## config.mk

```make
export PLATFORM = sky130hd
export DESIGN_NAME = nmi_ctrl_top
export DESIGN_NICKNAME = d
export VERILOG_FILES = /design/src/rtl/nmi_pkg.sv /design/src/rtl/nmi_sync.sv /design/src/rtl/nmi_src_fsm.sv /design/src/rtl/nmi_ctrl_top.sv
export SDC_FILE = /design/constraint.sdc
export NUM_CORES = 1
export LEC_CHECK = 0
export BUFFER_PORTS_ARGS = -buffer_cell sky130_fd_sc_hd__buf_2
export CAP_MARGIN = 15
export CORE_ASPECT_RATIO = 2
export CORE_MARGIN = 5
export CORE_UTILIZATION = 42
export DETAILED_ROUTE_END_ITERATION = 7
export PLACE_DENSITY = 0.84
export SETUP_SLACK_MARGIN = 0.02
export SLEW_MARGIN = 20
export SYNTH_ARGS = -nofsm -noshare
export SYNTH_HDL_FRONTEND = slang
export SYNTH_SLANG_ARGS = --single-unit
```

## constraint.sdc

```tcl
create_clock -name clk -period 1.8 [get_ports clk]
set_input_delay 0.09 -clock clk [delete_from_list [all_inputs] [get_ports clk]]
set_output_delay 0.09 -clock clk [all_outputs]
set_load 0.005 [all_outputs]
```

## src/rtl/nmi_pkg.sv

```systemverilog
package nmi_pkg;

    typedef enum logic [1:0] {
        SRC_OFF   = 2'b00,
        SRC_ARMED = 2'b01,
        SRC_HELD  = 2'b10
    } src_state_e;

    localparam int NUM_SRC    = 2;   // 0: parity, 1: channel check
    localparam int CTL_LSB    = 2;   // disable bit of source i = CTL_LSB + i
    localparam int STS_MSB    = 7;   // pending bit of source i = STS_MSB - i
    localparam int BIT_TMR2   = 5;
    localparam int BIT_REFR   = 4;
    localparam int BIT_SPKR   = 1;
    localparam int BIT_GATE   = 0;
    localparam int BIT_MASK   = 7;

endpackage

```

## src/rtl/nmi_sync.sv

```systemverilog
module nmi_sync #(
    parameter int             WIDTH   = 4,
    parameter int             STAGES  = 2,
    parameter logic [WIDTH-1:0] RST_VAL = '0
) (
    input  logic             clk,
    input  logic             rst_n,
    input  logic [WIDTH-1:0] d,
    output logic [WIDTH-1:0] q
);

    logic [STAGES-1:0][WIDTH-1:0] chain;

    genvar s;
    generate
        for (s = 0; s < STAGES; s++) begin : g_stage
            if (s == 0) begin : g_first
                always_ff @(posedge clk) begin
                    if (!rst_n) chain[s] <= RST_VAL;
                    else        chain[s] <= d;
                end
            end else begin : g_next
                always_ff @(posedge clk) begin
                    if (!rst_n) chain[s] <= RST_VAL;
                    else        chain[s] <= chain[s-1];
                end
            end
        end
    endgenerate

    assign q = chain[STAGES-1];

endmodule

```

## src/rtl/nmi_src_fsm.sv

```systemverilog
module nmi_src_fsm
    import nmi_pkg::*;
(
    input  logic clk,
    input  logic rst_n,
    input  logic act,       // synchronized request, active high
    input  logic dis_wr,    // control write strobe
    input  logic dis_val,   // disable bit value in that write
    output logic pending,
    output logic disabled
);

    src_state_e state_q, state_d;

    always_ff @(posedge clk) begin
        if (!rst_n) state_q <= SRC_OFF;
        else        state_q <= state_d;
    end

    always_comb begin
        state_d = state_q;
        unique case (state_q)
            SRC_OFF: begin
                if (dis_wr && !dis_val) state_d = SRC_ARMED;      // arm
            end
            SRC_ARMED: begin
                if (dis_wr && dis_val)  state_d = SRC_OFF;        // disarm
                else if (act)           state_d = SRC_HELD;       // catch
            end
            SRC_HELD: begin
                if (dis_wr && dis_val)  state_d = SRC_OFF;        // clear
            end
            default:                    state_d = SRC_OFF;
        endcase
    end

    always_comb begin
        pending  = 1'b0;
        disabled = 1'b0;
        unique case (state_q)
            SRC_OFF:   disabled = 1'b1;
            SRC_ARMED: ;
            SRC_HELD:  pending  = 1'b1;
            default:   disabled = 1'b1;
        endcase
    end

    AST_DIS_CLEARS: assert property (@(posedge clk) disable iff (!rst_n)
        (dis_wr && dis_val) |=> (!pending && disabled));
    AST_PEND_HOLDS: assert property (@(posedge clk) disable iff (!rst_n)
        (pending && !(dis_wr && dis_val)) |=> pending);
    AST_ARM_CATCH:  assert property (@(posedge clk) disable iff (!rst_n)
        (!disabled && !pending && act && !dis_wr) |=> pending);
    AST_REARM:      assert property (@(posedge clk) disable iff (!rst_n)
        (disabled && dis_wr && !dis_val) |=> !disabled);

endmodule

```

## src/rtl/nmi_ctrl_top.sv

```systemverilog
module nmi_ctrl_top
    import nmi_pkg::*;
#(
    parameter int                ADDR_W      = 16,
    parameter logic [ADDR_W-1:0] SYSCTL_ADDR = 16'h0061,
    parameter logic [ADDR_W-1:0] RTCIDX_ADDR = 16'h0070,
    parameter int                SYNC_STAGES = 2
) (
    input  logic              clk,
    input  logic              rst_n,
    input  logic [ADDR_W-1:0] bus_addr,
    input  logic              bus_wr,
    input  logic              bus_rd,
    input  logic [7:0]        bus_wdata,
    output logic [7:0]        bus_rdata,
    input  logic              iochk_n,
    input  logic              serr_n,
    input  logic              perr_n,
    input  logic              cpu_ierr,
    input  logic              refresh_tick,
    input  logic              tmr2_out,
    output logic              spkr_data,
    output logic              tmr2_gate,
    output logic [6:0]        rtc_idx,
    output logic              nmi
);

    localparam int SYNC_W = 4;   // {ierr, iochk_n, serr_n, perr_n}

    logic [SYNC_W-1:0] raw_in, syn_in;
    logic              ierr_s;
    logic [NUM_SRC-1:0] src_act, src_pend, src_dis;

    logic sys_hit, idx_hit, sys_wr, idx_wr;
    logic mask_q, ref_q, spkr_q, gate_q;
    logic [6:0] idx_q;
    logic [7:0] sys_byte, idx_byte;

    assign raw_in = {cpu_ierr, iochk_n, serr_n, perr_n};

    nmi_sync #(
        .WIDTH   (SYNC_W),
        .STAGES  (SYNC_STAGES),
        .RST_VAL (4'b0111)
    ) u_sync (
        .clk   (clk),
        .rst_n (rst_n),
        .d     (raw_in),
        .q     (syn_in)
    );

    assign ierr_s     = syn_in[3];
    assign src_act[0] = ~syn_in[1] | ~syn_in[0];   // parity: system or parity error
    assign src_act[1] = ~syn_in[2];                // channel check

    assign sys_hit = (bus_addr == SYSCTL_ADDR);
    assign idx_hit = (bus_addr == RTCIDX_ADDR);
    assign sys_wr  = bus_wr && sys_hit;
    assign idx_wr  = bus_wr && idx_hit;

    genvar i;
    generate
        for (i = 0; i < NUM_SRC; i++) begin : g_src
            nmi_src_fsm u_fsm (
                .clk      (clk),
                .rst_n    (rst_n),
                .act      (src_act[i]),
                .dis_wr   (sys_wr),
                .dis_val  (bus_wdata[CTL_LSB+i]),
                .pending  (src_pend[i]),
                .disabled (src_dis[i])
            );
        end
    endgenerate

    // plain control bits
    always_ff @(posedge clk) begin
        if (!rst_n) begin
            spkr_q <= 1'b0;
            gate_q <= 1'b0;
        end else if (sys_wr) begin
            spkr_q <= bus_wdata[BIT_SPKR];
            gate_q <= bus_wdata[BIT_GATE];
        end
    end

    always_ff @(posedge clk) begin
        if (!rst_n)            ref_q <= 1'b0;
        else if (refresh_tick) ref_q <= ~ref_q;
    end

    always_ff @(posedge clk) begin
        if (!rst_n) begin
            mask_q <= 1'b1;
            idx_q  <= '0;
        end else if (idx_wr) begin
            mask_q <= bus_wdata[BIT_MASK];
            idx_q  <= bus_wdata[6:0];
        end
    end

    always_comb begin
        sys_byte = '0;
        for (int k = 0; k < NUM_SRC; k++) begin
            sys_byte[STS_MSB-k] = src_pend[k];
            sys_byte[CTL_LSB+k] = src_dis[k];
        end
        sys_byte[BIT_TMR2] = tmr2_out;
        sys_byte[BIT_REFR] = ref_q;
        sys_byte[BIT_SPKR] = spkr_q;
        sys_byte[BIT_GATE] = gate_q;
        idx_byte = {mask_q, idx_q};
    end

    always_comb begin
        bus_rdata = '0;
        if (bus_rd && sys_hit)      bus_rdata = sys_byte;
        else if (bus_rd && idx_hit) bus_rdata = idx_byte;
    end

    assign nmi       = ~mask_q & ((|src_pend) | ierr_s);
    assign spkr_data = spkr_q;
    assign tmr2_gate = gate_q;
    assign rtc_idx   = idx_q;

    AST_MASK_BLOCKS:   assert property (@(posedge clk) disable iff (!rst_n)
        (idx_wr && bus_wdata[BIT_MASK]) |=> !nmi);
    AST_REFR_TOGGLE:   assert property (@(posedge clk) disable iff (!rst_n)
        refresh_tick |=> (ref_q != $past(ref_q)));
    AST_REFR_STABLE:   assert property (@(posedge clk) disable iff (!rst_n)
        !refresh_tick |=> $stable(ref_q));
    AST_IDX_KEPT:      assert property (@(posedge clk) disable iff (!rst_n)
        idx_wr |=> (rtc_idx == $past(bus_wdata[6:0])));
    AST_IERR_NO_FLAG:  assert property (@(posedge clk) disable iff (!rst_n)
        (src_pend == '0 && !src_act[0] && !src_act[1]) |=> $stable(src_pend));

endmodule

```

# After elaboration in Yosys (flattened, before gate mapping)
# Cells that the tools add are included.
# classes
n_reduce_logical,17
muxes,16
n_eq_ne,12
bitwise_logic,7
# ops
operator,n
$eq A16 B7 Y1 const B,2
$mux W2,8
$mux W8,2
$pmux W2 S3,2
$logic_and A1 B1 Y1,8
$ne A2 B1 Y1 const B,4
$reduce_and A3 Y1,2
$reduce_or A2 Y1,3
$eq A2 B1 Y1 const B,2
$eq A2 B2 Y1 const B,2
$logic_not A2 Y1,2
$mux W1,4
$not A1 Y1,4
$ne A3 B1 Y1 const B,1
$ne A3 B2 Y1 const B,1
$logic_not A1 Y1,2
$or A1 B1 Y1,2
$and A1 B1 Y1,1
# totals
ff_bits,23
output_inout_bits,18
input_bits,34

# Logic depth before layout (Yosys ltp)
# Gate-level depths: netlist of run 1.
# logic_depth
depth_word,5
depth_mapped,7
mapped_depth_nobuf,7

# By module
# A second synthesis of run 1 with hierarchy kept.
# hier_totals
cells_unflattened,133
area_unflattened_um2,1276.2
# modules_own_cells
mod,n_inst,cells_each,area_each_um2
nmi_ctrl_top,1,71,665.6
nmi_src_fsm,2,21,185.2
nmi_sync,1,20,240.2

# Worst setup path before layout of run 1
# No wires, ideal clock.
# synth_timing
path_type,input to register
from,in bus_addr[15]
to,reg g_src[1].u_fsm.state_q[1]
required_ps,1730
slack_ps,31
arrival_ps,1699
setup_ps,70
n_path_buf,1
stages,6
cell_sequence,or4_1 > nor4bb_1 > buf_4 > nand2_4 > or4b_1 > a21oi_1
# synth_via
elab_chain_len,5
# synth_rtl
item,line_no,rtl
"start, declared",nmi_ctrl_top.sv:11,"input logic [ADDR_W-1:0] bus_addr,"
$eq A16 B7 Y1 (*),nmi_ctrl_top.sv:56,assign sys_hit = (bus_addr == SYSCTL_ADDR);
$logic_and A1 B1 Y1 (*),nmi_ctrl_top.sv:58,assign sys_wr = bus_wr && sys_hit;
$logic_and A1 B1 Y1 (on tied branches),"nmi_src_fsm.sv:27, nmi_src_fsm.sv:31, nmi_src_fsm.sv:24",
"$ne A3 B2 Y1 (no line), or another cell as far along",-,
$reduce_and A3 Y1 (no line) / $pmux W2 S3 (equally long branches),-,
"end signal, assigned",nmi_src_fsm.sv:17,else state_q <= state_d;
"end, declared",nmi_src_fsm.sv:13,"src_state_e state_q, state_d;"
# Every way passes the cells marked *; elsewhere a longest branch is shown, timed or not.
# A chain may end at the register's enable or synchronous reset.

# Final worst setup path of run 1
# layout_timing
from,in bus_addr[12]
to,out bus_rdata[5]
# layout_via
elab_chain_len,4
# layout_rtl
item,line_no,rtl
$eq A16 B7 Y1,nmi_ctrl_top.sv:57,assign idx_hit = (bus_addr == RTCIDX_ADDR);
$logic_and A1 B1 Y1,nmi_ctrl_top.sv:118,else if (bus_rd && idx_hit) bus_rdata = idx_byte;
$mux W8,nmi_ctrl_top.sv:118,
$mux W8 (*),nmi_ctrl_top.sv:117,if (bus_rd && sys_hit) bus_rdata = sys_byte;
"end, declared",nmi_ctrl_top.sv:15,"output logic [7:0] bus_rdata,"
# Marks and branches as above.

==> impl_metrics.json, run 1 <==
{
  "grt_start_max_net_pins": 24,
  "clk_pin_slew_ns": 0.08,
  "die_area_um2": 4010,
  "dp_hpwl_um": 2380,
  "multi_input_area_um2": 699,
  "routed_wl_um": 3030,
  "synth.area.top_cells": "dfxtp_1, mux2i_1, ha_1, a22o_1, nor2b_1",
  "fin_nets": 224,
  "grt_overflow": 0,
  "drt-initial-drc-count": 13,
  "synth-edff-count": 0,
  "first_pass_iters": 3,
  "worstMarginPinSlew_ns": 0.351,
  "power.density_nw_per_um2": 596,
  "synth_compound_area_share_pct": 15.9,
  "cts_tree": "done",
  "syn_avg_cell_area_um2": 9.45,
  "synth_nets": 164,
  "outcome": "finished clean",
  "synthAdderAreaFrac_pct": 6.40,
  "via_count": 1088,
  "core-area_um2": 2740,
  "period_share_pct": 99.8,
  "portBuffers": 51,
  "htreeDepth": 1,
  "setup_viol": 0,
  "netlist_instances": 124,
  "muxShareOfSynthArea_pct": 8.75,
  "yosys.area_share.simple_pct": 24.8,
  "via_per_inst": 5.13,
  "worstPathArrival_ns": 1.71,
  "rsz0062_at_grt": "yes",
  "final_core_util_pct": 58.5,
  "yosysTopAreaCell": "dfxtp_1",
  "period_minus_slack_ns": 1.80,
  "clock_latency_ns": 0.26,
  "startpoint_type": "primary input",
  "synth_xor_area_share_pct": 0.747,
  "fp.dieW_um": 47.4,
  "grt.total_usage_pct": 16.5,
  "start_util_pct": 42.8,
  "fin_skew_ns": 0.00242,
  "async_flop_share_pct": 0,
  "placementRows": 27,
  "slew_violations": 0,
  "area_growth_pct": 36.5,
  "place.gp.congestion": 0.789,
  "cts_root_buf": "clkbuf_8",
  "diodes": 0,
  "cp_max_fo": 5,
  "power_leakage_nw": 0.792,
  "most-common-layout-cells": "buf_2, dfxtp_1",
  "ios": 52,
  "whs_ns": 0.00433,
  "ys_ff_latch": 23,
  "tns_ns": 0,
  "hold_viol_final": 0,
  "ys_seq_area_share_pct": 39.3,
  "synth_top_area_share_pct": 39.3,
  "max_slew_margin_pct": 76.6,
  "worst_ep_required_time_ns": 1.71,
  "post_dp_cell_area_um2": 1510,
  "fillers": 252,
  "p_total_mw": 0.954,
  "mostFrequentLayoutCell": "buf_2",
  "peakVddDrop_v": 0.000558,
  "cts.sinks": 23,
  "drive_above_1_share_pct": 39.9,
  "grt_pass1_vias": 1153,
  "cts_buffer_depth": 2,
  "antenna_found_initial": 0,
  "fmax_ghz": 0.557,
  "seq_area_um2": 460,
  "cts_buffers": 3,
  "end_kind": "output port",
  "routedWlPerCell_um": 14.3,
  "syn_area_um2": 1170,
  "die_h_um": 84.7,
  "design_area_um2": 1600,
  "grt_pass1_wl_um": 4820,
  "yosys_warnings": 0,
  "drc": 0,
  "final_antenna_net_count": 0,
  "synth_ff_type": "dfxtp_1",
  "synth_top_family_by_area": "simple AND/OR/NAND/NOR gates",
  "max_cap_violations": 0,
  "hp-class": "primary input to flop",
  "synth_cell_types": 36,
  "crit_type": "primary input to output port"
}
through the flow:
stage | worst slack [ns] | std cells
floorplan | 0.0312 | 124
global placement | -0.106 | 208
detailed placement | -0.124 | 208
CTS | 0.0138 | 212
global route | -0.0512 | 212
finish | 0.00400 | 212
metal layers:
| metal | vias up | track usage [%] | share of wire, % |
|---|---|---|---|
| li1 | 553 | - | - |
| met1 | 509 | 17.3 | 37 |
| met2 | 21 | 28.5 | 57 |
| met3 | 5 | 3.65 | 4.3 |
| met4 | 0 | 8.06 | 1.6 |
| met5 | - | 0 | 0 |
repair_timing:
item | CTS | global route
resized for setup | 6 | 3
endpoints found under the setup margin | 8 | 9
pin swaps | 4 | 1
setup buffers | 0 | 0
hold buffers | 0 | 0
registers in the layout, summed over array words and instances, names as in the netlist:
signal and flops:
tmr2_gate 1, u_sync.q 4, rtc_idx 7, ref_q 1, spkr_data 1, u_sync.chain 4
mask_q 1, g_src.u_fsm.state_q 4
final cells by class:
type / count / share of cell area, %
multi-input combinational: 89 / 43.7
clock buffer: 4 / 2.81
timing repair buffer: 60 / 20.8
inverter: 7 / 1.64
tap: 29 / 2.27
sequential: 23 / 28.8
logic make-up after synthesis:
family / Yosys count
AOI/OAI and AO/OA: 27
muxes: 10
adders and majority gates: 6
DFF: 23
and+or+nand+nor: 45
xor gates and xnor gates: 1
buffers and inverters: 12
worst max-delay path, stage by stage:
cell,delay [ns]
buf_6,0.09
or4_4,0.54
or3_4,0.41
nor3b_4,0.21
buf_6,0.15
a22o_1,0.12
buf_2,0.11
synthesized netlist by cell type (all sizes together), types with 2 or more instances:
master	n
o21ai	5
nand2b	7
mux2i	8
a21oi	5
a22o	8
ha	6
or3	2
a21boi	4
dfxtp	23
nor2b	9
nand2	6
a31oi	2
clkbuf	4
nand3	2
inv	7
nor2	3
or4	2
and2	4
mux2	2
where the power goes:
part	internal [mW]	switching, mW
combinational	0.0624	0.0509
sequential	0.522	0.00648
clock	0.158	0.154
total	0.742	0.212
path summary, 6_finish.rpt:
| check | startpoint | end | slack, ns | cells past startpoint |
|---|---|---|---|---|
| worst max-delay path | bus_addr[12] | bus_rdata[5] | 0.004 | 7 |
| worst min-delay path | serr_n | u_sync.chain[1] | 0.004 | 2 |
| worst max register to register | g_src[0].u_fsm.state_q[0] | g_src[0].u_fsm.state_q[0] | 0.23 | 6 |
| worst min register to register | u_sync.chain[0] | u_sync.q[0] | 0.41 | 1 |
Note: power is estimated with default switching activity, not from simulation.
==> inputs of run 2 (changes only) <==
Settings changed: MAX_ROUTING_LAYER set to met4.
==> run 2 against run 1 <==
Critical endpoint unchanged. Sequential power hardly changed. Register-to-register slack is essentially flat. Cell count stayed put. Worst setup slack lost 0.0048 ns. Clock skew barely moved. The run now ends with negative setup slack left. Combinational power about the same. Clock-buffer cell count stayed put. Final area unchanged. Via count about the same. Die area unchanged. Sequential share of layout area unchanged. Core utilization unchanged.
==> impl_metrics.json, run 2 (same netlist as run 1, synthesis figures left out) <==
{
  "outcome": "finished, violations left",
  "failed_checks": "negative setup slack",
  "reg2reg_to": "g_src[0].u_fsm.state_q[0]",
  "cts_setup_buffers": 0,
  "hold_viol_final": 0,
  "most-common-layout-cells": "buf_2, dfxtp_1",
  "cp_num_buf_inv": 3,
  "worstPathArrival_ns": 1.71,
  "mostFrequentLayoutCell": "buf_2",
  "antenna_found_initial": 0,
  "core-area_um2": 2740,
  "cts_buffer_depth": 2,
  "path_delay_family": "simple AND/OR/NAND/NOR gates",
  "placedCellCount": 208,
  "max_cap_violations": 0,
  "setup_viol": 1,
  "htreeDepth": 1,
  "clk_pin_slew_ns": 0.08,
  "die_h_um": 84.7,
  "start_util_pct": 42.8,
  "via_count": 1089,
  "rsz0062_at_grt": "yes",
  "power_leakage_nw": 0.792,
  "r2r_slack_ns": 0.24,
  "period_minus_slack_ns": 1.80,
  "routedWlPerCell_um": 14.2,
  "first_pass_iters": 3,
  "cts_tree": "done",
  "power.density_nw_per_um2": 596,
  "cts.sinks": 23,
  "critPathMaxStageDelay_ns": 0.54,
  "place_ws_ns": -0.124,
  "min_to": "u_sync.chain[1]",
  "worstHoldStart": "serr_n",
  "cts_root_buf": "clkbuf_8",
  "whs_path_depth": 2,
  "tns_ns": -0.000815,
  "dp_hpwl_um": 2380,
  "fin_nets": 224,
  "grt.total_usage_pct": 17.0,
  "grt_overflow": 0,
  "portBuffers": 51,
  "crit_top_cell": "buf_6",
  "diodes": 0,
  "hp-class": "primary input to flop",
  "worst_path_max_delay_cell": "or4_4",
  "fp.dieW_um": 47.4,
  "grt_pass1_wl_um": 4840,
  "worst_ep_required_time_ns": 1.71,
  "r2r_start": "g_src[0].u_fsm.state_q[0]",
  "slew_violations": 0,
  "max_slew_margin_pct": 76.9,
  "ios": 52,
  "grt_pass1_vias": 1153,
  "cp_cell_sequence": "buf_6 > or4_4 > or3_4 > nor3b_4 > buf_6 > a22o_1 > buf_2",
  "worstMarginPinSlew_ns": 0.347,
  "placementRows": 27,
  "period_share_pct": 100,
  "crit_type": "primary input to output port",
  "routed_wl_um": 3020,
  "cts_buffers": 3,
  "clock_latency_ns": 0.26,
  "p_total_mw": 0.954,
  "grt_start_max_net_pins": 24,
  "final_cells": 212,
  "worst_slack_ns": -0.000815,
  "place.gp.congestion": 0.800,
  "largest_register_ffs": 7,
  "design_area_um2": 1600,
  "startpoint_type": "primary input",
  "fillers": 252,
  "die_area_um2": 4010,
  "peakVddDrop_v": 0.000559,
  "cp_max_fo": 5,
  "area_growth_pct": 36.5,
  "fmax_ghz": 0.555,
  "fin_skew_ns": 0.00219,
  "via_per_inst": 5.14,
  "whs_ns": 0.00422,
  "worst_r2r_path_depth": 6,
  "end_kind": "output port",
  "post_dp_cell_area_um2": 1510,
  "final_antenna_net_count": 0,
  "drc": 0,
  "final_core_util_pct": 58.5,
  "drt-initial-drc-count": 8,
  "drive_above_1_share_pct": 39.9
}
run 2: cell counts in the layout (fill, tap and decap cells not counted):
Identical to the previous run, type by type.
run 2: power by group:
| group | internal, mW | switching (mW) |
|---|---|---|
| combinational | 0.0624 | 0.0506 |
| sequential | 0.522 | 0.00629 |
| clock | 0.158 | 0.155 |
run 2: final cells by class:
type | count | area (µm²) | share of cell area, %
Clock buffer | 4 | 45.0 | 2.81
Tap cell | 29 | 36.3 | 2.27
Multi-Input combinational cell | 89 | 699 | 43.7
Inverter | 7 | 26.3 | 1.64
Timing Repair Buffer | 60 | 333 | 20.8
Sequential cell | 23 | 460 | 28.8
run 2: worst max-delay path by stage:
stage	startpoint	to	cells past startpoint
after global placement	bus_addr[15]	g_src[1].u_fsm.state_q[1]	7
final	bus_addr[12]	bus_rdata[5]	7
after CTS	bus_addr[12]	bus_rdata[5]	7
after floorplan	bus_addr[15]	g_src[1].u_fsm.state_q[1]	6
after global routing	bus_addr[12]	bus_rdata[0]	7
after detailed placement	bus_addr[15]	g_src[1].u_fsm.state_q[1]	7
run 2: layer usage:
layer | up-vias | GRT usage, % | wire, µm
li1 | 551 | - | -
met4 | 0 | 8.06 | 73
met5 | - | - | 0
met3 | 9 | 3.22 | 131
met2 | 25 | 28.4 | 1710
met1 | 504 | 17.8 | 1100
run 2: timing repair:
item                                   4_1_cts  5_1_grt
endpoints found under the hold margin        0        0
hold buffers                                 0        0
setup endpoints to repair                    8        9
resized for setup                            6        3
pin swaps                                    4        1
==> inputs of run 3 (changes only) <==
Settings changed: SKIP_CTS_REPAIR_TIMING set to 1.
==> run 3 against run 2 <==
The run now ends clean. Core utilization grew 0.23 points. Via count grew 0.46%. Register-to-register slack is essentially flat. Largest cell class unchanged. Flip-flop and latch count is the same. Sequential power is essentially flat. Fmax grew 0.22%. Combinational power is essentially flat. Die area is the same. Non-clock buffer count is the same. Largest power group unchanged.
==> impl_metrics.json, run 3 (same netlist as run 1, synthesis figures left out) <==
{
  "grt.total_usage_pct": 16.6,
  "clock_latency_ns": 0.26,
  "via_per_inst": 5.16,
  "routedWlPerCell_um": 14.3,
  "worstPathArrival_ns": 1.71,
  "fillers": 251,
  "hp-class": "primary input to flop",
  "max_slew_margin_pct": 76.6,
  "outcome": "finished clean",
  "drive_above_1_share_pct": 39.9,
  "antenna_found_initial": 0,
  "power_leakage_nw": 0.795,
  "worst_slack_ns": 0.00315,
  "end_kind": "output port",
  "period_share_pct": 99.8,
  "slew_violations": 0,
  "rsz0062_at_grt": "yes",
  "cts.sinks": 23,
  "clk_pin_slew_ns": 0.08,
  "final_antenna_net_count": 0,
  "drt-initial-drc-count": 10,
  "core-area_um2": 2740,
  "cp_max_fo": 5,
  "fin_skew_ns": 0.00190,
  "portBuffers": 51,
  "peakVddDrop_v": 0.000561,
  "cts_tree": "done",
  "dp_hpwl_um": 2380,
  "htreeDepth": 1,
  "routed_wl_um": 3040,
  "setup_viol": 0,
  "hold_viol_final": 0,
  "cts_root_buf": "clkbuf_8",
  "cts_buffers": 3,
  "most-common-layout-cells": "buf_2, dfxtp_1",
  "worstMarginPinSlew_ns": 0.351,
  "fp.dieW_um": 47.4,
  "mostFrequentLayoutCell": "buf_2",
  "area_growth_pct": 37.0,
  "start_util_pct": 42.8,
  "design_area_um2": 1610,
  "power.density_nw_per_um2": 595,
  "final_cells": 212,
  "critPathMaxStageDelay_ns": 0.53,
  "post_dp_cell_area_um2": 1510,
  "crit_type": "primary input to output port",
  "period_minus_slack_ns": 1.80,
  "grt_overflow": 0,
  "tns_ns": 0,
  "cts_buffer_depth": 2,
  "crit_top_cell": "buf_6",
  "worst_ep_required_time_ns": 1.71,
  "fmax_ghz": 0.557,
  "cp_cell_sequence": "buf_6 > or4_4 > or3_4 > nor3b_4 > buf_6 > a22o_1 > buf_2",
  "grt_pass1_wl_um": 4730,
  "diodes": 0,
  "first_pass_iters": 4,
  "worst_path_max_delay_cell": "or4_4",
  "placementRows": 27,
  "drc": 0,
  "die_area_um2": 4010,
  "grt_start_max_net_pins": 24,
  "placedCellCount": 208,
  "via_count": 1094,
  "die_h_um": 84.7,
  "place_ws_ns": -0.124,
  "place.gp.congestion": 0.800,
  "largest_register_ffs": 7,
  "grt_pass1_vias": 1129,
  "fin_nets": 224,
  "startpoint_type": "primary input",
  "max_cap_violations": 0,
  "ios": 52
}
-- run 3: cell counts in the layout (fill, tap and decap cells not counted) --
Identical to the previous run, type by type.
-- run 3: stage by stage --
step / total power, mW / hold WS [ns] / util, %
CTS: 0.958 / 0.00289 / 56.8
finish: 0.956 / 0.00473 / 58.7
detailed placement: 0.644 / 0.282 / 55.1
global placement: 0.642 / 0.270 / 55.1
global route: 1.00 / 0.00463 / 58.7
floorplan: 0.593 / 0.163 / -
-- run 3: worst paths after layout --
path / slack (ns) / to / depth (start not counted) / startpoint
max: 0.003 / bus_rdata[5] / 7 / bus_addr[12]
min: 0.005 / u_sync.chain[1] / 2 / serr_n
max reg2reg: 0.23 / g_src[0].u_fsm.state_q[0] / 6 / g_src[0].u_fsm.state_q[0]
min reg2reg: 0.41 / u_sync.q[0] / 1 / u_sync.chain[0]
-- run 3: worst max-delay path, delay by kind of cell --
family                 cells  cell delay [ns]
AOI/OAI and AO/OA          1             0.12
and+or+nand+nor            3             1.15
buffers and inverters      3             0.34
-- run 3: power breakdown --
part           total, mW  switching (mW)  leakage [nW]  internal, mW
sequential         0.528         0.00650         0.188         0.522
combinational      0.115          0.0513         0.584        0.0637
clock              0.312           0.154        0.0228         0.158
total              0.956           0.212         0.795         0.743
-- run 3: metal layers --
metal | up-vias | wire length, µm | global-route usage [%]
li1 | 553 | - | -
met1 | 511 | 1140 | 17.8
met5 | - | 0 | -
met3 | 5 | 128 | 3.22
met4 | 0 | 48 | 8.06
met2 | 25 | 1720 | 27.1
-- run 3: final cells by class --
class / count / area [µm²] / share of cell area [%]
well taps: 29 / 36.3 / 2.26
repair buffers: 60 / 339 / 21.1
multi-input cells: 89 / 699 / 43.5
flip-flops and latches: 23 / 460 / 28.7
inverters: 7 / 26.3 / 1.64
clock buffers: 4 / 45.0 / 2.80
